==> src/rtl/fmp_pkg.sv <==
package fmp_pkg;
    typedef enum logic {
        ENT_FULL = 1'b0,
        ENT_CUT  = 1'b1
    } ent_state_e;
endpackage

==> src/rtl/fmp_table.sv <==
module fmp_table
    import fmp_pkg::*;
#(
    parameter int LINES = 16,
    parameter int WORDS = 8,
    localparam int IDX_W = $clog2(LINES),
    localparam int OFF_W = $clog2(WORDS)
) (
    input  logic             clk,
    input  logic             rst_n,
    input  logic             upd_vld,
    input  logic [IDX_W-1:0] upd_idx,
    input  logic             upd_taken,
    input  logic [OFF_W-1:0] upd_pos,
    input  logic [IDX_W-1:0] rd_idx,
    output logic             rd_cut,
    output logic [OFF_W-1:0] rd_pos
);
    ent_state_e       st_q   [LINES];
    ent_state_e       st_nxt [LINES];
    logic [OFF_W-1:0] pos_q  [LINES];

    // next-state per entry
    always_comb begin
        for (int e = 0; e < LINES; e++) begin
            st_nxt[e] = st_q[e];
            if (upd_vld && upd_idx == IDX_W'(e)) begin
                unique case (st_q[e])
                    ENT_FULL: st_nxt[e] = upd_taken ? ENT_CUT : ENT_FULL;
                    ENT_CUT:  st_nxt[e] = upd_taken ? ENT_CUT : ENT_FULL;
                endcase
            end
        end
    end

    // state register
    always_ff @(posedge clk) begin
        for (int e = 0; e < LINES; e++) begin
            if (!rst_n) begin
                st_q[e]  <= ENT_FULL;
                pos_q[e] <= '0;
            end else begin
                st_q[e] <= st_nxt[e];
                if (upd_vld && upd_taken && upd_idx == IDX_W'(e))
                    pos_q[e] <= upd_pos;
            end
        end
    end

    // outputs
    always_comb begin
        rd_pos = pos_q[rd_idx];
        unique case (st_q[rd_idx])
            ENT_FULL: rd_cut = 1'b0;
            ENT_CUT:  rd_cut = 1'b1;
        endcase
    end

    // a taken update lands in its entry on the next edge
    a_r3_taken_write: assert property (@(posedge clk) disable iff (!rst_n)
        (upd_vld && upd_taken) |=>
            (st_q[$past(upd_idx)] == ENT_CUT && pos_q[$past(upd_idx)] == $past(upd_pos)));

    // a not-taken update restores full fetch
    a_r6_clear_write: assert property (@(posedge clk) disable iff (!rst_n)
        (upd_vld && !upd_taken) |=> (st_q[$past(upd_idx)] == ENT_FULL));
endmodule

==> src/rtl/fmp_mask_gen.sv <==
module fmp_mask_gen #(
    parameter int WORDS = 8,
    localparam int OFF_W = $clog2(WORDS)
) (
    input  logic             tgt_vld,
    input  logic [OFF_W-1:0] tgt_off,
    input  logic             br_cut,
    input  logic [OFF_W-1:0] br_pos,
    output logic [WORDS-1:0] start_m,
    output logic [WORDS-1:0] end_m
);
    for (genvar i = 0; i < WORDS; i++) begin : g_word
        assign start_m[i] = !tgt_vld || (OFF_W'(i) >= tgt_off);
        assign end_m[i]   = !br_cut  || (OFF_W'(i) <= br_pos);
    end
endmodule

==> src/rtl/fetch_mask_pred.sv <==
module fetch_mask_pred #(
    parameter int LINES = 16,
    parameter int WORDS = 8,
    localparam int IDX_W = $clog2(LINES),
    localparam int OFF_W = $clog2(WORDS)
) (
    input  logic             clk,
    input  logic             rst_n,
    input  logic [IDX_W-1:0] pred_line_idx,
    input  logic             pred_tgt_vld,
    input  logic [OFF_W-1:0] pred_tgt_off,
    input  logic             upd_vld,
    input  logic [IDX_W-1:0] upd_line_idx,
    input  logic             upd_taken,
    input  logic [OFF_W-1:0] upd_pos,
    output logic [WORDS-1:0] fetch_mask
);
    logic             br_cut;
    logic [OFF_W-1:0] br_pos;
    logic [WORDS-1:0] start_m;
    logic [WORDS-1:0] end_m;
    logic [WORDS-1:0] both_m;

    fmp_table #(.LINES(LINES), .WORDS(WORDS)) u_table (
        .clk       (clk),
        .rst_n     (rst_n),
        .upd_vld   (upd_vld),
        .upd_idx   (upd_line_idx),
        .upd_taken (upd_taken),
        .upd_pos   (upd_pos),
        .rd_idx    (pred_line_idx),
        .rd_cut    (br_cut),
        .rd_pos    (br_pos)
    );

    fmp_mask_gen #(.WORDS(WORDS)) u_gen (
        .tgt_vld (pred_tgt_vld),
        .tgt_off (pred_tgt_off),
        .br_cut  (br_cut),
        .br_pos  (br_pos),
        .start_m (start_m),
        .end_m   (end_m)
    );

    always_comb begin
        both_m = start_m & end_m;
        if (both_m == '0)
            fetch_mask = WORDS'(1) << pred_tgt_off;
        else
            fetch_mask = both_m;
    end

    // fetch always makes progress
    a_r10_mask_nonzero: assert property (@(posedge clk) disable iff (!rst_n)
        fetch_mask != '0);

    // the target word is always enabled
    a_r2_tgt_word_on: assert property (@(posedge clk) disable iff (!rst_n)
        pred_tgt_vld |-> fetch_mask[pred_tgt_off]);

    // nothing below the entry point is fetched
    a_r4_below_tgt_off: assert property (@(posedge clk) disable iff (!rst_n)
        pred_tgt_vld |-> ((fetch_mask & ~start_m) == '0));

    // nothing past a known branch is fetched unless the branch precedes the target
    a_r3_past_branch_off: assert property (@(posedge clk) disable iff (!rst_n)
        (br_cut && !(pred_tgt_vld && br_pos < pred_tgt_off)) |-> ((fetch_mask & ~end_m) == '0));
endmodule

==> config.mk <==
export PLATFORM = sky130hd
export DESIGN_NAME = fetch_mask_pred
export DESIGN_NICKNAME = d
export VERILOG_FILES = /design/src/rtl/fmp_pkg.sv /design/src/rtl/fmp_table.sv /design/src/rtl/fmp_mask_gen.sv /design/src/rtl/fetch_mask_pred.sv
export SDC_FILE = /design/constraint.sdc
export NUM_CORES = 1
export LEC_CHECK = 0
export BUFFER_PORTS_ARGS = -buffer_cell sky130_fd_sc_hd__buf_4
export CORE_ASPECT_RATIO = 1.5
export CORE_UTILIZATION = 30
export DETAILED_ROUTE_END_ITERATION = 16
export GPL_ROUTABILITY_DRIVEN = 0
export PLACE_DENSITY = 0.53
export SLEW_MARGIN = 20
export SYNTH_ARGS = -nofsm -noshare
export SYNTH_HDL_FRONTEND = slang
export SYNTH_SLANG_ARGS = --single-unit
export TNS_END_PERCENT = 1
==> constraint.sdc <==
create_clock -name clk -period 3.6 [get_ports clk]
set_clock_uncertainty 0.05 [all_clocks]
set_input_delay 0.36 -clock clk [delete_from_list [all_inputs] [get_ports clk]]
set_output_delay 0.36 -clock clk [all_outputs]
set_load 0.005 [all_outputs]
### Word level (Yosys, flattened, before mapping)

Memories as Yosys holds them, arrays and structs flattened.
Cells that the tools add are included.

* ROM bits: 0
* memory bits (writable): 64
* logic and storage cells: 254
* latch bits: 0
* register bits: 0
* input bits: 19
* output and inout bits: 8
* memories kept: 2

* mux-type cells: 101
* magnitude comparators: 16
* $mul: 0
* add/subtract/negate cells: 0
* shift-type cells: 1
* reductions and logical operators: 69
* div/mod/pow operators: 0
* bitwise gates (word level): 34
* equality and inequality tests: 31

Memories
* u_table.pos_q: words 16, width 3, rd ports 1, clocked after Yosys merged registers in 0, write ports 16, RTL line fmp_table.sv:21 `logic [OFF_W-1:0] pos_q [LINES];`
* u_table.st_q: words 16, width 1, rd ports 1, clocked after Yosys merged registers in 0, write ports 16, RTL line fmp_table.sv:19 `ent_state_e st_q [LINES];`

Operator list (count)
* $mux W1: 83
* $mux W3: 16
* $logic_and A1 B1 Y1: 33
* $eq A4 B4 Y1 const B: 8
* $or A1 B1 Y1: 32
* $reduce_and A2 Y1: 16
* $eq A4 B3 Y1 const B: 4
* $logic_or A1 B1 Y1: 16
* $ne A1 B1 Y1 const B: 16
* $ge A3 B3 Y1 const A: 4
* $le A3 B3 Y1 const A: 4
* $and A8 B8 Y8: 1
* $eq A4 B2 Y1 const B: 2
* $logic_not A8 Y1: 1
* $mux W8: 1
* $shl A1 B3 Y8 const A: 1
* $ge A1 B3 Y1 const A: 2
* $ge A2 B3 Y1 const A: 2
* $le A1 B3 Y1 const A: 2
* $le A2 B3 Y1 const A: 2
* $eq A4 B1 Y1 const B: 1
* $logic_not A4 Y1: 1
* $logic_not A1 Y1: 2
* $pmux W1 S2: 1
* $not A1 Y1: 1

### Longest topological paths before layout

An unclocked memory read counts as a cell.

* depth after elaboration: 8
* gate-level depth with buffers: 8
* gate-level depth less buffers: 6

### Modules after synthesis

From an unflattened synthesis, not the netlist that was laid out.

* cell total of the unflattened synthesis: 301
* area total of the unflattened synthesis: 3433.3 µm²

Modules (own cells, without submodules)
* fmp_table: cells each 253, area each 3138.0 µm², times used 1, seq. area each 1911.8 µm²
* fetch_mask_pred: cells each 27, area each 170.2 µm², times used 1, seq. area each 0.0 µm²
* fmp_mask_gen: cells each 21, area each 125.1 µm², times used 1, seq. area each 0.0 µm²

### Worst setup path after synthesis

Ideal clock, no wire load.

* kind: in2out
* from: input port pred_line_idx[0]
* to: output port fetch_mask[2]
* setup slack: 1.101 ns
* arrival time: 2.089 ns
* buffers on the path: 1
* data required time: 3.190 ns
* cell stages on the path: 7
* path through: buf_6 > mux4_1 > mux2i_1 > mux2_4 > a221oi_2 > or4b_1 > o21ai_1

* longest elaborated chain between the ends: 8
* elaborated cells on any way between the ends: 24
* those cells by class: order compare (8); mux (2); bitwise (2); reduce/logical (10); memory (2)

Ends and longest elaborated chain
* start: declaration: RTL line fetch_mask_pred.sv:9 `input logic [IDX_W-1:0] pred_line_idx,`
* branches (longest 5 deep; another with $mem_v2 Z16 W3)
* $and A8 B8 Y8 *: RTL line fetch_mask_pred.sv:46 `both_m = start_m & end_m;`
* $logic_not A8 Y1: RTL line fetch_mask_pred.sv:47 `if (both_m == '0)`
* $mux W8 *: RTL line fetch_mask_pred.sv:47
* end: declaration: RTL line fetch_mask_pred.sv:16 `output logic [WORDS-1:0] fetch_mask`

Mark *: on every way between the ends.

### Worst setup path in the final report

* from: memory u_table.pos_q[5][2] in the netlist's numbering
* to: output port fetch_mask[2]

* longest elaborated chain between the ends: 6
* elaborated cells on any way between the ends: 20
* those cells by class: order compare (8); mux (1); bitwise (1); reduce/logical (9); memory (1)

Ends and longest elaborated chain
* start: declaration: RTL line fmp_table.sv:21
* $mem_v2 Z16 W3 *
* $le A1 B3 Y1, or another cell as far along: RTL line fmp_mask_gen.sv:14 `assign end_m[i] = !br_cut || (OFF_W'(i) <= br_pos);`
* $logic_or A1 B1 Y1: RTL line fmp_mask_gen.sv:14
* $and A8 B8 Y8 *: RTL line fetch_mask_pred.sv:46
* $logic_not A8 Y1: RTL line fetch_mask_pred.sv:47
* $mux W8 *: RTL line fetch_mask_pred.sv:47

Mark *: on every way between the ends. The rest lies on a longest branch, timed or not.

==> results by group <==
Floorplanning
  – Die area: between 10000 and 15000 sq um
  – Die Height: 133.1 um
  – Starting density of the core: 0.3092
  – Num rows: 47
  – Number of top-level pins: 27
  – Core Area: 11110 sq um
  – Horizontal die dimension: 89.40 um

Routing
  – Final routed DRC violation total: 0
  – Wire length per cell: around 17 um
  – DRT antenna net count: 0
  – Sum of routed wire length over all layers: 7.632 mm
  – Vias: ~2200
  – Drt pass-1 iters: 4
  – Via density per instance: 4.927
  – Count of routing violations after the opening detailed-route iteration: between 100 and 150

Yosys
  – Top_reg_cell synth: sky130_fd_sc_hd__edfxtp_1
  – Average cell area after synthesis: 12.59 sq um
  – Total number of yosys warnings: 0
  – Combined area of all synthesized cells: about 3400 sq um
  – Distinct cells, synth: 35
  – Portion of the post-synthesis area used by sequential elements: 0.5562
  – FFs w/ async S/R, synth: 0
  – Post-Synthesis Net Count: approximately 290
  – Synthesized instance count: between 200 and 300
  – Yosys reg bits: between 60 and 70
  – Number of enable flip-flop cells after synthesis: 63

Clock tree
  – Clk pin slew, worst setup/hold paths: around 0.05 ns
  – Number of buffers inserted to repair setup after CTS: 0
  – Number of CTS-inserted buffers: 9
  – Number of buffers added to fix hold violations after cts: 0
  – Clock tree from TritonCTS: yes
  – Htree depth: 3
  – TritonCTS Sinks: 64
  – Post-cts resize count: 0
  – CTS root buf: sky130_fd_sc_hd__clkbuf_16
  – Later-pin clock latency in the skew report: ~0.32 ns
  – Number of buffers on the longest clock path: 2

Global route
  – Met3 global-route usage: 0.01983
  – Number of global-route vias before repair: between 2000 and 2500
  – Largest net degree at the start of global routing: 37
  – Antenna violations before repair: 0
  – Total gr overflow: 0
  – Met1 layer usage reported by global route: 0.1505
  – Global-route wire length before repair: approximately 12 mm
  – Global-route track usage on met2: 0.2595
  – Peak-usage layer in the global routing report: met2
  – Global-route usage over all layers: 0.1395

Run status
  – Status: completed

Final layout
  – Final Net Count: 308
  – Top library cells by usage in the layout, fill and taps aside: sky130_fd_sc_hd__edfxtp_1 (63), sky130_fd_sc_hd__and2_1 (50), sky130_fd_sc_hd__o21ai_0 (31)
  – Diode insertion count for antenna repair: 0
  – Most common library cell in the layout ignoring fill and taps: sky130_fd_sc_hd__edfxtp_1
  – Relative area change from synthesis to final layout: 15.54%
  – Proportion of layout cells with a drive suffix above 1: 0.1843
  – # fillers: 1077
  – Final non-filler cell area: ~4000 sq um

STA
  – Max transition margin: 0.6278
  – Minimum hold slack: around 0.42 ns
  – Post-route fraction of the period consumed by the critical path: 0.8176
  – Setup Total Neg Slack: 0 ns
  – Max-slew violation count: 0
  – Fin. Hold Viols: 0
  – Total setup violations reported at the end of the flow: 0
  – RSZ-0062 raised after global routing: no
  – Top achievable clock speed: approximately 340 MHz
  – Tightest Pin Transition: roughly 0.56 ns
  – Final worst-path setup slack: roughly 0.66 ns
  – Min cycle time layout: slightly below 3 ns

Setup path
  – CP startpoint kind: flop
  – Stage delay of the slowest cell on the critical path: roughly 0.54 ns
  – Highest-delay cell along the critical path: sky130_fd_sc_hd__mux4_1
  – Critical path fanouts, max: 5
  – Data arrival time of the critical path: ~2.5 ns
  – Nature of the critical path endpoint: output port
  – Path type of the worst setup path: reg -> out
  – Reg2Reg Launch Point: u_table.st_q[8]$_DFF_P_
  – WP data required: about 3.2 ns
  – Worst path cell trace: mux4_1 -> mux2i_1 -> mux2_4 -> a221oi_2 -> or4b_1 -> o21ai_1 -> buf_4
  – Startpoint of the most critical setup path: u_table.pos_q[5][2]$_SDFFCE_PN0P_

Placement
  – Port Buffer Count: 26
  – Area post-placement: between 3000 and 4000 sq um
  – Setup slack after placement: a little under 0.7 ns
  – DPL Wire Length: about 5.7 mm

Power
  – Comb power frac: 0.113
  – PD cells: 478.3 nW/um^2
  – Cell internal pwr: 0.001479 W
  – Power after layout: 0.001900 W
  – Switching power as a share of total power: 0.2214
  – IR Drop Worst-Case VDD: roughly 220 uV
  – Power share of the sequential group: 0.460
  – Proportion of power drawn by the clock network: 0.427
  – Switch Pwr: approximately 0.00042 W
  – LEAKAGE: 1.377 nW

Flow run
  – Count of maximum capacitance violations: 0

Min path
  – Kind of path behind the tightest hold check: in -> reg
  – Critical hold path startpoint: upd_pos[1]
[logic make-up after synthesis]
group	after synthesis	share of synthesized area
flops	64	0.5562
mux	32	0.1543
simple gates	106	0.1704
buf+inv	21	0.03531
compound gates	50	0.08373
[state kept, by name, summed over array words and instances, names as in the netlist]
| signal | flops |
|---|---|
| u_table.st_q | 16 |
| u_table.pos_q | 48 |
[cell usage after synthesis, types with 2 or more instances]
| master | instances | area share |
|---|---|---|
| sky130_fd_sc_hd__nand2_1 | 11 | 0.012 |
| sky130_fd_sc_hd__nand4_1 | 4 | 0.0073 |
| sky130_fd_sc_hd__buf_6 | 4 | 0.013 |
| sky130_fd_sc_hd__and3_1 | 2 | 0.0036 |
| sky130_fd_sc_hd__buf_4 | 3 | 0.0066 |
| sky130_fd_sc_hd__a31oi_1 | 3 | 0.0055 |
| sky130_fd_sc_hd__edfxtp_1 | 63 | 0.55 |
| sky130_fd_sc_hd__o21a_1 | 2 | 0.0044 |
| sky130_fd_sc_hd__mux4_2 | 11 | 0.072 |
| sky130_fd_sc_hd__mux4_1 | 4 | 0.031 |
| sky130_fd_sc_hd__o21ai_0 | 31 | 0.045 |
| sky130_fd_sc_hd__mux2_2 | 2 | 0.0066 |
| sky130_fd_sc_hd__nand2b_1 | 2 | 0.0036 |
| sky130_fd_sc_hd__nand3_1 | 7 | 0.010 |
| sky130_fd_sc_hd__nor2_1 | 21 | 0.023 |
| sky130_fd_sc_hd__and2_1 | 50 | 0.091 |
| sky130_fd_sc_hd__nor2b_1 | 2 | 0.0036 |
| sky130_fd_sc_hd__nand3b_1 | 3 | 0.0066 |
| sky130_fd_sc_hd__clkbuf_1 | 13 | 0.014 |
| sky130_fd_sc_hd__mux2i_1 | 14 | 0.041 |
| sky130_fd_sc_hd__o21ai_1 | 7 | 0.010 |
[worst max-delay path, delay by kind of cell, from the launching register on]
family,cells,cell delay (ns)
compound gates,2,0.19
flops,1,0.39
mux,3,0.99
simple gates,1,0.53
buf+inv,1,0.12
[final cells by class]
type	instances	area, sq um	share of cell area
Sequential cell	64	1912	0.4814
Tap cell	147	183.9	0.04631
Multi-Input combinational cell	188	1404	0.3535
Clock inverter	6	51.30	0.01292
Clock buffer	9	225.2	0.05671
Timing Repair Buffer	26	195.2	0.04915
[worst paths after layout]
path | slack [ns] | endpoint | depth (start not counted)
min reg2reg | 0.56 | u_table.st_q[8]$_DFF_P_ | 3
max reg2reg | 2.82 | u_table.st_q[8]$_DFF_P_ | 3
max | 0.66 | fetch_mask[2] | 7
min | 0.42 | u_table.pos_q[9][1]$_SDFFCE_PN0P_ | 2
[routing by layer]
metal	wire, um	up-vias	part of all wire
li1	-	1059	-
met4	184	0	0.024
met5	0	-	0
met3	198	10	0.026
met2	4264	43	0.56
met1	2985	1056	0.39
[through the flow]
| step | utilization | std cells |
|---|---|---|
| 3_5_place_dp | 0.3324 | 425 |
| 2_1_floorplan | - | 273 |
| 5_1_grt | 0.3573 | 440 |
| 4_1_cts | 0.3573 | 440 |
| 3_3_place_gp | 0.3324 | 425 |
| 6_report | 0.3573 | 440 |
[power by group through the flow]
stage / combinational, W / sequential, W / clock, W
floorplan: 0.000148 / 0.000880 / 0
global placement: 0.000215 / 0.000890 / 0
detailed placement: 0.000218 / 0.000891 / 0
CTS: 0.000218 / 0.000876 / 0.000823
global route: 0.000240 / 0.000878 / 0.000850
finish: 0.000215 / 0.000874 / 0.000810
(Power assumes the default switching activity.)
